$ cat src/rtl/vmp_pkg.sv
package vmp_pkg;

    localparam int VMP_AW       = 14;
    localparam int VMP_DW       = 8;
    localparam int VMP_PAW      = 5;
    localparam int VMP_HIDE_OFS = 'h1000;

    typedef enum logic [1:0] {
        SEL_STATUS = 2'd0,
        SEL_ADDR   = 2'd1,
        SEL_DATA   = 2'd2,
        SEL_NONE   = 2'd3
    } vmp_sel_e;

    typedef struct packed {
        logic st_rd;
        logic oth_rd;
        logic adr_wr;
        logic dat_wr;
        logic dat_rd;
    } vmp_cmd_t;

    function automatic vmp_cmd_t vmp_decode(logic [1:0] sel, logic wr, logic rd);
        vmp_cmd_t c;
        logic     rd_ok;
        rd_ok    = rd & ~wr;
        c.st_rd  = rd_ok & (sel == SEL_STATUS);
        c.oth_rd = rd_ok & (sel != SEL_DATA);
        c.adr_wr = wr & (sel == SEL_ADDR);
        c.dat_wr = wr & (sel == SEL_DATA);
        c.dat_rd = rd_ok & (sel == SEL_DATA);
        return c;
    endfunction

endpackage

$ cat src/rtl/vmp_addr_ctrl.sv
module vmp_addr_ctrl
    import vmp_pkg::*;
#(
    parameter int AW = VMP_AW,
    parameter int DW = VMP_DW
) (
    input  logic          clk,
    input  logic          rst,
    input  vmp_cmd_t      cmd,
    input  logic [DW-1:0] wdata,
    output logic [AW-1:0] vaddr,
    output logic          second
);
    localparam int HI_W = AW - DW;

    logic [HI_W-1:0] hi_stage;

    always_ff @(posedge clk) begin
        if (rst) begin
            vaddr    <= '0;
            hi_stage <= '0;
            second   <= 1'b0;
        end else if (cmd.st_rd) begin
            second <= 1'b0;
        end else if (cmd.adr_wr) begin
            if (!second) begin
                hi_stage <= wdata[HI_W-1:0];
                second   <= 1'b1;
            end else begin
                vaddr  <= {hi_stage, wdata};
                second <= 1'b0;
            end
        end else if (cmd.dat_wr || cmd.dat_rd) begin
            vaddr <= vaddr + AW'(1);
        end
    end

endmodule

$ cat src/rtl/vmp_route.sv
module vmp_route
    import vmp_pkg::*;
#(
    parameter int AW       = VMP_AW,
    parameter int DW       = VMP_DW,
    parameter int PAW      = VMP_PAW,
    parameter int HIDE_OFS = VMP_HIDE_OFS
) (
    input  vmp_cmd_t       cmd,
    input  logic [AW-1:0]  vaddr,
    input  logic [DW-1:0]  wdata,
    output logic           in_pal,
    output logic [AW-1:0]  mem_addr,
    output logic           mem_we,
    output logic [DW-1:0]  mem_wdata,
    output logic [PAW-1:0] pal_addr,
    output logic           pal_we,
    output logic [DW-1:0]  pal_wdata
);
    localparam int HI_W = AW - 8;

    always_comb begin
        in_pal    = (vaddr[AW-1:8] == {HI_W{1'b1}});
        mem_addr  = in_pal ? (vaddr - AW'(HIDE_OFS)) : vaddr;
        mem_we    = cmd.dat_wr & ~in_pal;
        mem_wdata = wdata;
        pal_addr  = vaddr[PAW-1:0];
        pal_we    = cmd.dat_wr & in_pal;
        pal_wdata = wdata;
    end

endmodule

$ cat src/rtl/vmp_read_buf.sv
module vmp_read_buf
    import vmp_pkg::*;
#(
    parameter int DW = VMP_DW
) (
    input  logic          clk,
    input  logic          rst,
    input  vmp_cmd_t      cmd,
    input  logic          in_pal,
    input  logic [DW-1:0] mem_rdata,
    input  logic [DW-1:0] pal_rdata,
    output logic [DW-1:0] rbuf,
    output logic          pend,
    output logic [DW-1:0] cpu_rdata
);
    always_ff @(posedge clk) begin
        if (rst) begin
            rbuf      <= '0;
            pend      <= 1'b0;
            cpu_rdata <= '0;
        end else begin
            pend <= cmd.dat_rd;
            if (pend) begin
                rbuf <= mem_rdata;
            end
            if (cmd.dat_rd) begin
                cpu_rdata <= in_pal ? pal_rdata : rbuf;
            end else if (cmd.oth_rd) begin
                cpu_rdata <= '0;
            end
        end
    end

endmodule

$ cat src/rtl/vmp_port.sv
module vmp_port
    import vmp_pkg::*;
#(
    parameter int AW       = VMP_AW,
    parameter int DW       = VMP_DW,
    parameter int PAW      = VMP_PAW,
    parameter int HIDE_OFS = VMP_HIDE_OFS
) (
    input  logic           clk,
    input  logic           rst,
    input  logic [1:0]     cpu_sel,
    input  logic           cpu_wr,
    input  logic           cpu_rd,
    input  logic [DW-1:0]  cpu_wdata,
    output logic [DW-1:0]  cpu_rdata,
    output logic [AW-1:0]  mem_addr,
    output logic           mem_we,
    output logic [DW-1:0]  mem_wdata,
    input  logic [DW-1:0]  mem_rdata,
    output logic [PAW-1:0] pal_addr,
    output logic           pal_we,
    output logic [DW-1:0]  pal_wdata,
    input  logic [DW-1:0]  pal_rdata
);
    vmp_cmd_t      cmd;
    logic [AW-1:0] vaddr;
    logic          second;
    logic          in_pal;
    logic [DW-1:0] rbuf;
    logic          pend;

    assign cmd = vmp_decode(cpu_sel, cpu_wr, cpu_rd);

    vmp_addr_ctrl #(.AW(AW), .DW(DW)) u_addr (
        .clk    (clk),
        .rst    (rst),
        .cmd    (cmd),
        .wdata  (cpu_wdata),
        .vaddr  (vaddr),
        .second (second)
    );

    vmp_route #(.AW(AW), .DW(DW), .PAW(PAW), .HIDE_OFS(HIDE_OFS)) u_route (
        .cmd       (cmd),
        .vaddr     (vaddr),
        .wdata     (cpu_wdata),
        .in_pal    (in_pal),
        .mem_addr  (mem_addr),
        .mem_we    (mem_we),
        .mem_wdata (mem_wdata),
        .pal_addr  (pal_addr),
        .pal_we    (pal_we),
        .pal_wdata (pal_wdata)
    );

    vmp_read_buf #(.DW(DW)) u_rbuf (
        .clk       (clk),
        .rst       (rst),
        .cmd       (cmd),
        .in_pal    (in_pal),
        .mem_rdata (mem_rdata),
        .pal_rdata (pal_rdata),
        .rbuf      (rbuf),
        .pend      (pend),
        .cpu_rdata (cpu_rdata)
    );

endmodule

$ cat config.mk
export PLATFORM = sky130hd
export DESIGN_NAME = vmp_port
export DESIGN_NICKNAME = d
export VERILOG_FILES = /design/src/rtl/vmp_pkg.sv /design/src/rtl/vmp_addr_ctrl.sv /design/src/rtl/vmp_route.sv /design/src/rtl/vmp_read_buf.sv /design/src/rtl/vmp_port.sv
export SDC_FILE = /design/constraint.sdc
export NUM_CORES = 1
export LEC_CHECK = 0
export BUFFER_PORTS_ARGS = -buffer_cell sky130_fd_sc_hd__buf_2
export CAP_MARGIN = 20
export CORE_ASPECT_RATIO = 1.4
export CORE_MARGIN = 2
export CORE_UTILIZATION = 40
export DETAILED_ROUTE_END_ITERATION = 10
export GPL_TIMING_DRIVEN = 0
export PLACE_DENSITY = 0.66
export SLEW_MARGIN = 20
export SYNTH_ARGS = -nofsm -noshare
export SYNTH_HDL_FRONTEND = slang
export SYNTH_SLANG_ARGS = --single-unit
$ cat constraint.sdc
create_clock -name clk -period 2 [get_ports clk]
set_clock_uncertainty 0.2 [all_clocks]
set_input_delay 0.4 -clock clk [delete_from_list [all_inputs] [get_ports clk]]
set_output_delay 0.4 -clock clk [all_outputs]
set_load 0.005 [all_outputs]
# Word level (Yosys, flattened, before mapping)
# Cells that the tools add are included.
[classes] n_mux=8 eq_ne=5 reduce_logical=7 bitwise=12 add_sub_neg=2
[op_table] op="$mux W14" n=4
[op_table] op="$mux W8" n=3
[op_table] op="$add A14 B1 Y14 const B" n=1
[op_table] op="$sub A14 B13 Y14 const B" n=1
[op_table] op="$and A1 B1 Y1" n=8
[op_table] op="$eq A6 B6 Y1 const B" n=1
[op_table] op="$reduce_and A3 Y1" n=2
[op_table] op="$not A1 Y1" n=4
[op_table] op="$reduce_bool A2 Y1" n=2
[op_table] op="$eq A2 B1 Y1 const B" n=1
[op_table] op="$eq A2 B2 Y1 const B" n=1
[op_table] op="$logic_not A2 Y1" n=1
[op_table] op="$ne A2 B1 Y1 const B" n=1
[op_table] op="$ne A2 B2 Y1 const B" n=1
[op_table] op="$reduce_or A2 Y1" n=1
[op_table] op="$logic_or A1 B1 Y1" n=1
[op_table] op="$mux W1" n=1
[word_totals] output_inout_bits=45 inputBits=30 ff_bits=38

# Logic depth before layout (Yosys ltp)
# Gate-level depths: netlist of the first run.
[depth] depth_word=6 ltp_mapped=7 depth_no_buf=5

# Hierarchy
# Synthesis of the first run repeated with hierarchy kept, for this count alone.
[unflattened] hier_cells=257 hier_area_um2=2225.9
[by_module_without_submodules] module="vmp_addr_ctrl" seq_area_each_um2=420.4 cells_each=142 n_inst=1 area_each_um2=1152.4
[by_module_without_submodules] module="vmp_read_buf" seq_area_each_um2=340.3 cells_each=65 n_inst=1 area_each_um2=685.7
[by_module_without_submodules] module="vmp_route" seq_area_each_um2=0.0 cells_each=43 n_inst=1 area_each_um2=329.1
[by_module_without_submodules] module="vmp_port" seq_area_each_um2=0.0 cells_each=7 n_inst=1 area_each_um2=58.8

# Least setup slack after synthesis of the first run
# Ideal clock, no wire load.
[synth_timing] path_type="flip-flop to output port" start="register u_addr.vaddr[9]" end="output mem_addr[13]" path_buffers=1 path_stages_with_launch=5 arrival_time_ns=1.225 slack_ns=0.175 path_cell_list="dfxtp_1 > and4_2 > nand2_1 > buf_4 > o21ai_0"
[synth_via] elab_chain_len=2
[synth_lines] item="from (decl)" line_no="vmp_addr_ctrl.sv:11" rtl="output logic [AW-1:0] vaddr,"
[synth_lines] item="from (signal assigned)" line_no="vmp_addr_ctrl.sv:30" rtl="vaddr <= {hi_stage, wdata};"
[synth_lines] item="from (signal assigned)" line_no="vmp_addr_ctrl.sv:34" rtl="vaddr <= vaddr + AW'(1);"
[synth_lines] item="$sub A14 B13 Y14 / $eq A6 B6 Y1 (equally long branches)" line_no="vmp_route.sv:24, vmp_route.sv:23"
[synth_lines] item="$mux W14 (*)" line_no="vmp_route.sv:24" rtl="mem_addr = in_pal ? (vaddr - AW'(HIDE_OFS)) : vaddr;"
[synth_lines] item="to (decl)" line_no="vmp_port.sv:16" rtl="output logic [AW-1:0] mem_addr,"
# Mark *: on every way between the ends. The rest lies on a longest branch, timed or not.

# Worst setup path in the final report of the first run
[layout_timing] start="register u_addr.vaddr[0]" end="register u_addr.vaddr[10]"
[layout_via] elab_chain_len=3
[layout_lines] item="$add A14 B1 Y14" line_no="vmp_addr_ctrl.sv:34"
[layout_lines] item="$mux W14" line_no="vmp_addr_ctrl.sv:33" rtl="end else if (cmd.dat_wr || cmd.dat_rd) begin"
[layout_lines] item="$mux W14" line_no="vmp_addr_ctrl.sv:25" rtl="end else if (cmd.adr_wr) begin"
# No other way between the ends. The select of a mux whose other input is x is not followed.
# A chain may end at the register's enable or synchronous reset.

==> metrics.cfg, run 1 <==
[detailed_routing]
drt-vias-per-instance = 5.15
drtIter0Drc = 93
wl_per_cell_um = 13.6
routed_wirelength_um = 5670
vias = 2143
dr.pass1.iters = 4
drc = 0
drt.antenna.violating_nets = 0

[setup_path]
crit_path_max_fanout = 8
timing.rr.end = u_addr.vaddr[10]$_SDFFE_PP0P_
cp.required_ns = 2.01
r2r_cells = 6
r2r_start = u_addr.vaddr[0]$_SDFFE_PP0P_
crit_path_end_kind = register
cp-start-kind = register
cp_data_arrival_time_ns = 1.90
rrSetupSlack_ns = 0.11
critical_path_class = reg -> reg

[clock_network]
clock-sinks = 38
clk_path_buf_depth = 2
path_clk_slew_ns = 0.08
cts_tree = built
cts_max_level = 2
cts_hold_buffers = 0
root_buffer = clkbuf_8
cts_made_buffers = 5
insertion_delay_ns = 0.29

[global_route]
grt_pass1_vias = 2002
grt_use_total_pct = 19.4
grt-busiest-layer = met2
met1_usage_pct = 22.8
overflow = 0
grtUsageMet2_pct = 33.7
grtUsageMet3_pct = 4.46
grt_pass1_wl_um = 9290
antenna_found_initial = 0
grt_max_degree = 13

[worst_hold_path]
holdCritPathClass = in -> reg
min_from = mem_rdata[2]
min_to = u_rbuf.rbuf[2]$_SDFFE_PP0P_
holdPathStages = 3

[sta]
hold_ws_ns = 0.151
rsz0062_at_grt = false
final-max-slew-violation-count = 0
period_needed_ns = 1.89
hold_viol_final = 0
tns_ns = 0
fmax_mhz = 528
slew_headroom_pct = 61.6
setup_viol = 0
period_share_pct = 94.7
worstMarginPinSlew_ns = 0.576

[power_and_ir_drop]
total_power_uw = 1790
cellLeakagePower_uw = 0.00132
ir_drop_mv = 0.499
power-per-cell-area_nw_per_um2 = 623

[final_layout]
fillers = 505
final_cell_mix = buf_2, buf_4, dfxtp_1
n_antenna_cell = 0
final_cells = 416
drive_above_1_share_pct = 42.0
layout_commonest_cell = buf_2
syn_to_final_growth_pct = 31.1
nets = 381

[floorplan]
die_h_um = 91.5
die_x_um = 66.5
num_rows = 31
dieArea_um2 = 6090
start_util_pct = 41.8
core_area_um2 = 5240
ioPinCount = 75

[synthesis]
synth.net_count = 295
seq_area_frac_synth_pct = 34.7
yosysWarnings = 0
synthCells = 263
synth_edf_count = 0
synth_top_flop_cell = dfxtp_1
avgSynthCellArea_um2 = 8.33
ys_ff_latch = 38
synth_cell_types = 50
async_reset_ff_share_pct = 0
synth_area_um2 = 2190

[place]
gp_congestion = 0.795
dp.cells = 401
dp_hpwl_um = 4120
port_buffers = 72

[run_status]
status = completed

[job]
drv_cap = 0

## critical path: stages (launching register included)
cell and delay, ns:
dfxtp_4 0.39, ha_2 0.21, and4_1 0.22, buf_2 0.17
nand4_1 0.13, or4_1 0.41, o211ai_1 0.09
## cell usage after synthesis, types with 3 or more instances
library cell / instances / area share (%)
or4_1: 5 / 1.7
buf_4: 34 / 12
nand3_1: 7 / 1.6
nor2_1: 18 / 3.1
clkbuf_1: 9 / 1.5
mux2i_1: 18 / 8.2
nand2_1: 22 / 3.8
dfxtp_1: 38 / 35
inv_1: 3 / 0.51
and2_1: 6 / 1.7
o211ai_1: 4 / 1.4
a21oi_1: 17 / 3.9
o21ai_0: 26 / 5.9
nand4_1: 5 / 1.4
buf_2: 4 / 0.91
## where the power goes
part	leakage [uW]	internal, uW	switching [uW]
logic	0.000939	100	100
registers	0.000313	765	13.3
clock network	0.0000714	532	279
## worst max-delay path by stage
stage | to | from | cells past startpoint | slack, ns
floorplan | mem_addr[13] | u_addr.vaddr[9]$_SDFFE_PP0P_ | 4 | 0.17
finish | u_addr.vaddr[10]$_SDFFE_PP0P_ | u_addr.vaddr[0]$_SDFFE_PP0P_ | 6 | 0.11
global placement | mem_addr[13] | u_addr.vaddr[9]$_SDFFE_PP0P_ | 5 | -0.08
detailed placement | mem_addr[13] | u_addr.vaddr[9]$_SDFFE_PP0P_ | 5 | -0.08
CTS | mem_addr[12] | u_addr.vaddr[8]$_SDFFE_PP0P_ | 5 | 0.01
global route | u_addr.vaddr[10]$_SDFFE_PP0P_ | u_addr.vaddr[0]$_SDFFE_PP0P_ | 6 | 0.03
## repair_timing
item                       in CTS  in global routing
setup endpoints to repair       4                  4
pin swaps                       1                  3
resized for setup              15                  6
setup buffers                   7                  1
## cells by family after synthesis
group,count (synthesis),share of synthesized area [%]
AND/OR/NAND/NOR,85,21.8
AO/OA/AOI/OAI,66,17.9
buffers and inverters,53,15.8
flip-flops,38,34.7
multiplexers,18,8.23
adder cells (fa/ha/maj),2,1.14
XOR/XNOR,1,0.400
## through the flow
step	setup slack [ns]	utilization, %	area [um^2]
4_1_cts	0.0122	54.5	2850
2_1_floorplan	0.175	-	2190
3_3_place_gp	-0.0766	50.3	2630
5_1_grt	0.0262	54.8	2870
6_report	0.107	54.8	2870
3_5_place_dp	-0.0841	50.3	2630
## layout make-up
type	count	area [um^2]	share of cell area, %
repair buffers	80	420	14.6
clock inverters	2	60.1	2.09
plain buffers	49	328	11.4
well taps	66	82.6	2.88
multi-input cells	172	1100	38.4
clock buffers	6	82.6	2.88
inverters	3	11.3	0.392
flip-flops and latches	38	783	27.3
## per-layer routing
metal	up-vias	share of wire (%)
li1	1063	-
met1	981	40
met2	88	51
met3	11	7.1
met4	0	1.9
met5	-	0
## state kept, by name, summed over array words and instances (netlist names)
| signal | count |
|---|---|
| u_addr.second | 1 |
| u_rbuf.rbuf | 8 |
| u_rbuf.cpu_rdata | 8 |
| u_addr.hi_stage | 6 |
| u_rbuf.pend | 1 |
| u_addr.vaddr | 14 |
No activity file was read; power rests on OpenSTA's default activity.
==> run 2, diff against run 1 <==
BUFFER_PORTS_ARGS = -buffer_cell sky130_fd_sc_hd__buf_4   (was -buffer_cell sky130_fd_sc_hd__buf_2)
PLACE_DENSITY = 0.78   (was 0.66)
==> metrics.cfg, run 2 (same netlist as run 1, synthesis figures left out) <==
[run_status]
status = completed

[sta]
final-max-slew-violation-count = 0  ; unchanged
postLayoutSetupSlackWorst_ns = 0.0685  ; -0.0382 ns
period_share_pct = 96.6  ; +1.9 points
hold_ws_ns = 0.156  ; +0.00507 ns
slew_headroom_pct = 62.7  ; +1.1 points
hold_viol_final = 0  ; unchanged
worstMarginPinSlew_ns = 0.560  ; -0.0167 ns
setup_viol = 0  ; unchanged
rsz0062_at_grt = false
fmax_mhz = 518  ; -2.0%
tns_ns = 0  ; unchanged
period_needed_ns = 1.93  ; +0.0382 ns

[global_route]
overflow = 0  ; unchanged
grt_use_total_pct = 19.5  ; +0.029 points
grt_max_degree = 11  ; -2
antenna_found_initial = 0  ; unchanged
grt_pass1_vias = 2037  ; +1.7%
grt_pass1_wl_um = 9380  ; +0.89%

[place]
place_ws_ns = -0.0478  ; +0.0362 ns
dp_hpwl_um = 4150  ; +0.68%
port_buffers = 72  ; unchanged
dp.cells = 401  ; unchanged
gp_congestion = 0.827  ; +4.1%

[clock_network]
cts_made_buffers = 5  ; unchanged
cts_tree = built
cts_max_level = 2  ; unchanged
insertion_delay_ns = 0.28  ; about the same
clk_path_buf_depth = 2  ; unchanged
path_clk_slew_ns = 0.07  ; about the same
root_buffer = clkbuf_8
clock-sinks = 38  ; unchanged
cts_hold_buffers = 0  ; unchanged

[final_layout]
fillers = 499  ; -1.2%
n_antenna_cell = 0  ; unchanged
nets = 382  ; +0.26%
final_cell_mix = buf_4, dfxtp_1, o21ai_0
drive_above_1_share_pct = 41.8  ; -0.17 points
top_regs = u_addr.vaddr x14, u_rbuf.cpu_rdata x8, u_rbuf.rbuf x8
top_register = u_addr.vaddr
syn_to_final_growth_pct = 37.5
final_cells = 415  ; -0.24%
largest_reg_flops = 14  ; unchanged
layout_commonest_cell = buf_4

[setup_path]
crit_path_end_kind = output pin
cp_data_arrival_time_ns = 1.33  ; -0.57 ns
r2r_cells = 6  ; unchanged
critical_path_class = reg -> out
cp.required_ns = 1.40  ; -0.61 ns
crit_path_max_fanout = 6  ; -2
cp-start-kind = register

[detailed_routing]
vias = 2139  ; -0.19%
wl_per_cell_um = 13.5  ; -0.87%
routed_wirelength_um = 5600  ; -1.1%
drt-vias-per-instance = 5.15  ; about the same
drc = 0  ; unchanged
drtIter0Drc = 162  ; +74%
drt.antenna.violating_nets = 0  ; unchanged
dr.pass1.iters = 4  ; unchanged

[floorplan]
core_area_um2 = 5240  ; unchanged
die_h_um = 91.5  ; unchanged
die_x_um = 66.5  ; unchanged
num_rows = 31  ; unchanged
ioPinCount = 75  ; unchanged
start_util_pct = 41.8  ; unchanged
dieArea_um2 = 6090  ; unchanged

[power_and_ir_drop]
cellLeakagePower_uw = 0.00134  ; +1.2%
p_sw_uw = 363  ; -7.5%
total_power_uw = 1520  ; -15%
p_comb_share_pct = 15.2  ; +4.0 points
power-per-cell-area_nw_per_um2 = 505  ; -19%
clkPwrFrac_pct = 33.7  ; -12 points
p_int_uw = 1160  ; -17%
seq_power_share_pct = 51.1  ; +7.6 points
switching_share_pct = 23.8  ; +1.9 points
ir_drop_mv = 0.426  ; -15%

[job]
drv_cap = 0  ; unchanged

[worst_hold_path]
holdCritPathClass = in -> reg
holdPathStages = 3  ; unchanged

run 2: cell count changes in the layout (fill, tap and decap cells not counted), sizes merged:
cell    previous run  this run
bufinv             2         0
buf              120       121
run 2: final timing paths:
path	from	endpoint	slack, ns
min reg2reg	u_rbuf.cpu_rdata[5]$_SDFFE_PP0P_	u_rbuf.cpu_rdata[5]$_SDFFE_PP0P_	0.26
max	u_addr.vaddr[10]$_SDFFE_PP0P_	mem_addr[12]	0.07
max reg2reg	u_addr.vaddr[0]$_SDFFE_PP0P_	u_addr.vaddr[10]$_SDFFE_PP0P_	0.12
min	mem_rdata[4]	u_rbuf.rbuf[4]$_SDFFE_PP0P_	0.16
run 2: layer usage:
metal / vias to the layer above / GRT usage (%) / part of all wire, % / wire (um)
li1: 1071 / - / - / -
met2: 73 / 33.8 / 54 / 3030
met5: - / 0 / 0 / 0
met1: 993 / 22.4 / 39 / 2180
met4: 0 / 6.97 / 0.43 / 24
met3: 2 / 4.96 / 6.6 / 368
run 2: critical path, stage by stage, from the launching register on:
cell     delay, ns
dfxtp_4       0.35
and4_4        0.25
nand2_4       0.07
buf_8         0.13
xnor2_2       0.12
buf_4         0.14
run 2: cell type report:
class                   count  area (um^2)  area share [%]
repair buffers             80          601            19.9
well taps                  66         82.6            2.74
plain buffers              50          345            11.5
inverters                   3         11.3           0.374
clock buffers               6         82.6            2.74
flip-flops and latches     38          786            26.1
multi-input cells         172         1100            36.6
run 2: through the flow:
stage	area, um^2	util [%]
2_1_floorplan	2190	-
3_3_place_gp	2810	53.7
3_5_place_dp	2810	53.7
4_1_cts	2990	57.0
5_1_grt	3010	57.5
6_report	3010	57.5
run 2: timing repair:
action,4_1_cts,5_1_grt
hold endpoints to repair,0,0
cloned,0,0
pin swaps,2,0
gates resized for setup,16,8
buffers inserted,8,0
setup endpoints to repair,4,4
run 2: power by group through the flow:
| stage | Clock [uW] | Combinational [uW] | Sequential [uW] |
|---|---|---|---|
| after floorplan | 0 | 113 | 798 |
| after global placement | 0 | 221 | 802 |
| after detailed placement | 0 | 226 | 803 |
| after CTS | 529 | 231 | 779 |
| after global routing | 556 | 253 | 780 |
| final | 513 | 231 | 778 |
==> run 3, diff against run 2 <==
ABC_AREA = 1   (was not set)
==> metrics.cfg, run 3 <==
[floorplan]
die_h_um = 91.4  ; -0.16%
num_rows = 31  ; unchanged
ioPinCount = 75  ; unchanged
start_util_pct = 41.7  ; -0.14 points
dieArea_um2 = 6070  ; -0.33%
core_area_um2 = 5240  ; unchanged
die_x_um = 66.4  ; -0.17%

[detailed_routing]
drt-vias-per-instance = 4.96  ; -3.7%
vias = 2416  ; +13%
drt.antenna.violating_nets = 0  ; unchanged
drtIter0Drc = 133  ; -18%
routed_wirelength_um = 5920  ; +5.6%
wl_per_cell_um = 12.1  ; -10%
dr.pass1.iters = 4  ; unchanged
drc = 0  ; unchanged

[sta]
worstMarginPinSlew_ns = 0.478  ; -0.0814 ns
hold_viol_final = 0  ; unchanged
hold_ws_ns = 0.124  ; -0.0318 ns
final-max-slew-violation-count = 0  ; unchanged
period_share_pct = 98.0  ; +1.4 points
rsz0062_at_grt = false
fmax_mhz = 510  ; -1.4%
setup_viol = 0  ; unchanged
slew_headroom_pct = 68.1  ; +5.4 points
period_needed_ns = 1.96  ; +0.0282 ns

[global_route]
antenna_found_initial = 0  ; unchanged
grt_pass1_vias = 2245  ; +10%
overflow = 0  ; unchanged
grt_max_degree = 13  ; +2
grt_use_total_pct = 20.2  ; +0.79 points
grt_pass1_wl_um = 9670  ; +3.1%

[clock_network]
cts_hold_buffers = 0  ; unchanged
root_buffer = clkbuf_8
cts_max_level = 2  ; unchanged
insertion_delay_ns = 0.30  ; +0.02 ns
cts_tree = built
clock-sinks = 38  ; unchanged
path_clk_slew_ns = 0.08  ; about the same
clk_path_buf_depth = 2  ; unchanged
cts_made_buffers = 5  ; unchanged

[synthesis]
synthCells = 328  ; +25%
synth_area_leaders = dfxtp_1, nor2_1, buf_4, nand2_1, o21ai_0
synth_edf_count = 0  ; unchanged
ys_top_cells_by_count = nor2_1, nand2_1, dfxtp_1
synth_most_common_cell = nor2_1
synth_area_um2 = 2180  ; -0.34%
synth_top_area_share_pct = 34.9  ; +0.12 points
avgSynthCellArea_um2 = 6.65  ; -20%
synth_top_area_cell = dfxtp_1
yosysWarnings = 0  ; unchanged
synth.net_count = 360  ; +22%
async_reset_ff_share_pct = 0  ; unchanged
synth_cell_types = 25  ; -50%
synth_top_flop_cell = dfxtp_1
seq_area_frac_synth_pct = 34.9  ; +0.12 points
ys_ff_latch = 38  ; unchanged

[power_and_ir_drop]
power-per-cell-area_nw_per_um2 = 538  ; +6.4%
switching_share_pct = 26.5  ; +2.6 points
cellLeakagePower_uw = 0.00145  ; +8.1%
p_comb_share_pct = 17.3  ; +2.1 points
ir_drop_mv = 0.483  ; +13%
p_sw_uw = 435  ; +20%
seq_power_share_pct = 48.5  ; -2.6 points
p_int_uw = 1210  ; +4.4%
clkPwrFrac_pct = 34.2  ; +0.5 points

[final_layout]
layout_commonest_cell = buf_4
post-route-util_pct = 58.4  ; +0.91 points
multi_input_area_um2 = 1060  ; -3.7%
syn_to_final_growth_pct = 40.2
n_antenna_cell = 0  ; unchanged
nets = 452  ; +18%
fillers = 524  ; +5.0%
top_regs = u_addr.vaddr x14, u_rbuf.cpu_rdata x8, u_rbuf.rbuf x8
drive_above_1_share_pct = 36.6  ; -5.3 points
final_cell_mix = buf_4, nor2_1, nand2_1
seq_area_um2 = 773  ; -1.6%
largest_reg_flops = 14  ; unchanged
final_cells = 487  ; +17%
top_register = u_addr.vaddr

[setup_path]
crit_start = u_addr.vaddr[13]$_SDFFE_PP0P_
cp_data_arrival_time_ns = 1.36  ; +0.03 ns
timing.rr.end = u_addr.vaddr[12]$_SDFFE_PP0P_
cp_cell_sequence = ha_2 > nand2_4 > buf_8 > xor2_2 > buf_4
crit_path_max_fanout = 5  ; -1
critical_path_class = reg -> out
rrSetupSlack_ns = 0.13  ; about the same
crit_end = mem_addr[12]
r2r_start = u_addr.vaddr[9]$_SDFFE_PP0P_
r2r_cells = 13  ; +7
crit_family = flip-flops
crit_slowest_cell = dfxtp_2
cp-start-kind = register
worstPathBufferInverterCount = 2  ; unchanged
cp.depth = 5  ; unchanged
crit_path_end_kind = output pin
cp.required_ns = 1.40  ; about the same
cpPeakStageDelay_ns = 0.38  ; +0.03 ns

[place]
dp_hpwl_um = 4400  ; +6.0%
gp_congestion = 0.916  ; +11%
port_buffers = 73  ; +1.4%
dp.cells = 467  ; +16%

[run_status]
status = completed

[worst_hold_path]
holdCritPathClass = in -> reg

[job]
drv_cap = 0  ; unchanged

-- run 3: changes by cell type in the layout (fill, tap and decap cells not counted), moves of 5 or more --
cell      previous run  this run
clkbuf_1             9         3
mux2i_1             18         0
inv_1                3        19
nand3_1              7        17
o21ai_0             25        34
and2_1               6         0
a21oi_1             17        22
or4_1                5         0
nand2_1             21        58
nor2_1              18        70
-- run 3: worst min-delay path by stage --
stage                                       end  slack (ns)  depth (start not counted)                              from
6_report            u_rbuf.rbuf[4]$_SDFFE_PP0P_        0.12                          3                      mem_rdata[4]
5_1_grt             u_rbuf.rbuf[4]$_SDFFE_PP0P_        0.13                          3                      mem_rdata[4]
4_1_cts             u_rbuf.rbuf[4]$_SDFFE_PP0P_        0.12                          3                      mem_rdata[4]
3_5_place_dp   u_rbuf.cpu_rdata[6]$_SDFFE_PP0P_        0.26                          2  u_rbuf.cpu_rdata[6]$_SDFFE_PP0P_
3_3_place_gp    u_addr.hi_stage[2]$_SDFFE_PP0P_        0.24                          2   u_addr.hi_stage[2]$_SDFFE_PP0P_
2_1_floorplan   u_addr.hi_stage[2]$_SDFFE_PP0P_        0.23                          2   u_addr.hi_stage[2]$_SDFFE_PP0P_
-- run 3: final cells by class --
class / count / share of cell area, %
inverter: 24 / 3.15
timing repair buffer: 85 / 20.9
tap: 66 / 2.70
clock inverter: 2 / 0.409
multi-input combinational: 224 / 34.7
clock buffer: 6 / 2.70
sequential: 38 / 25.3
buffer: 42 / 10.2
-- run 3: cells by family (layout without fill, tap and decap cells) --
family	Yosys count	count (layout)	share of synthesized area [%]
adder cells (fa/ha/maj)	2	2	1.15
buffers and inverters	66	159	18.1
AND/OR/NAND/NOR	160	160	31.1
XOR/XNOR	1	1	0.401
AO/OA/AOI/OAI	61	61	14.3
flip-flops	38	38	34.9
-- run 3: repair_timing --
action,in CTS,in global routing
resized for setup,19,5
setup buffers,10,2
pin swaps,3,4
endpoints found under the setup margin,4,3
-- run 3: worst min-delay path, stage by stage --
cell and delay (ns):
buf_4 0.08, nor2_1 0.03, nor2_1 0.08
-- run 3: metrics by stage --
step / instance area, um^2 / TNS (ns) / setup slack (ns) / total power (uW)
after detailed placement: 2810 / -0.0305 / -0.0305 / 1100
after CTS: 3030 / 0 / 0.00292 / 1660
after floorplan: 2180 / 0 / 0.327 / 962
final: 3060 / 0 / 0.0403 / 1650
after global routing: 3060 / 0 / 0.00321 / 1720
after global placement: 2810 / -0.0239 / -0.0239 / 1090
-- run 3: metal layers --
layer,track usage [%],vias up,part of all wire (%)
met3,3.84,21,6.6
met2,36.4,104,52
met4,10.5,0,3.7
met5,0,-,0
met1,21.5,1078,37
li1,-,1213,-
-- run 3: power by group through the flow --
| stage | clock network, uW | registers (uW) | logic (uW) |
|---|---|---|---|
| 2_1_floorplan | 0 | 812 | 150 |
| 4_1_cts | 575 | 797 | 285 |
| 5_1_grt | 601 | 802 | 314 |
| 6_report | 563 | 798 | 284 |
| 3_5_place_dp | 0 | 818 | 278 |
| 3_3_place_gp | 0 | 817 | 272 |
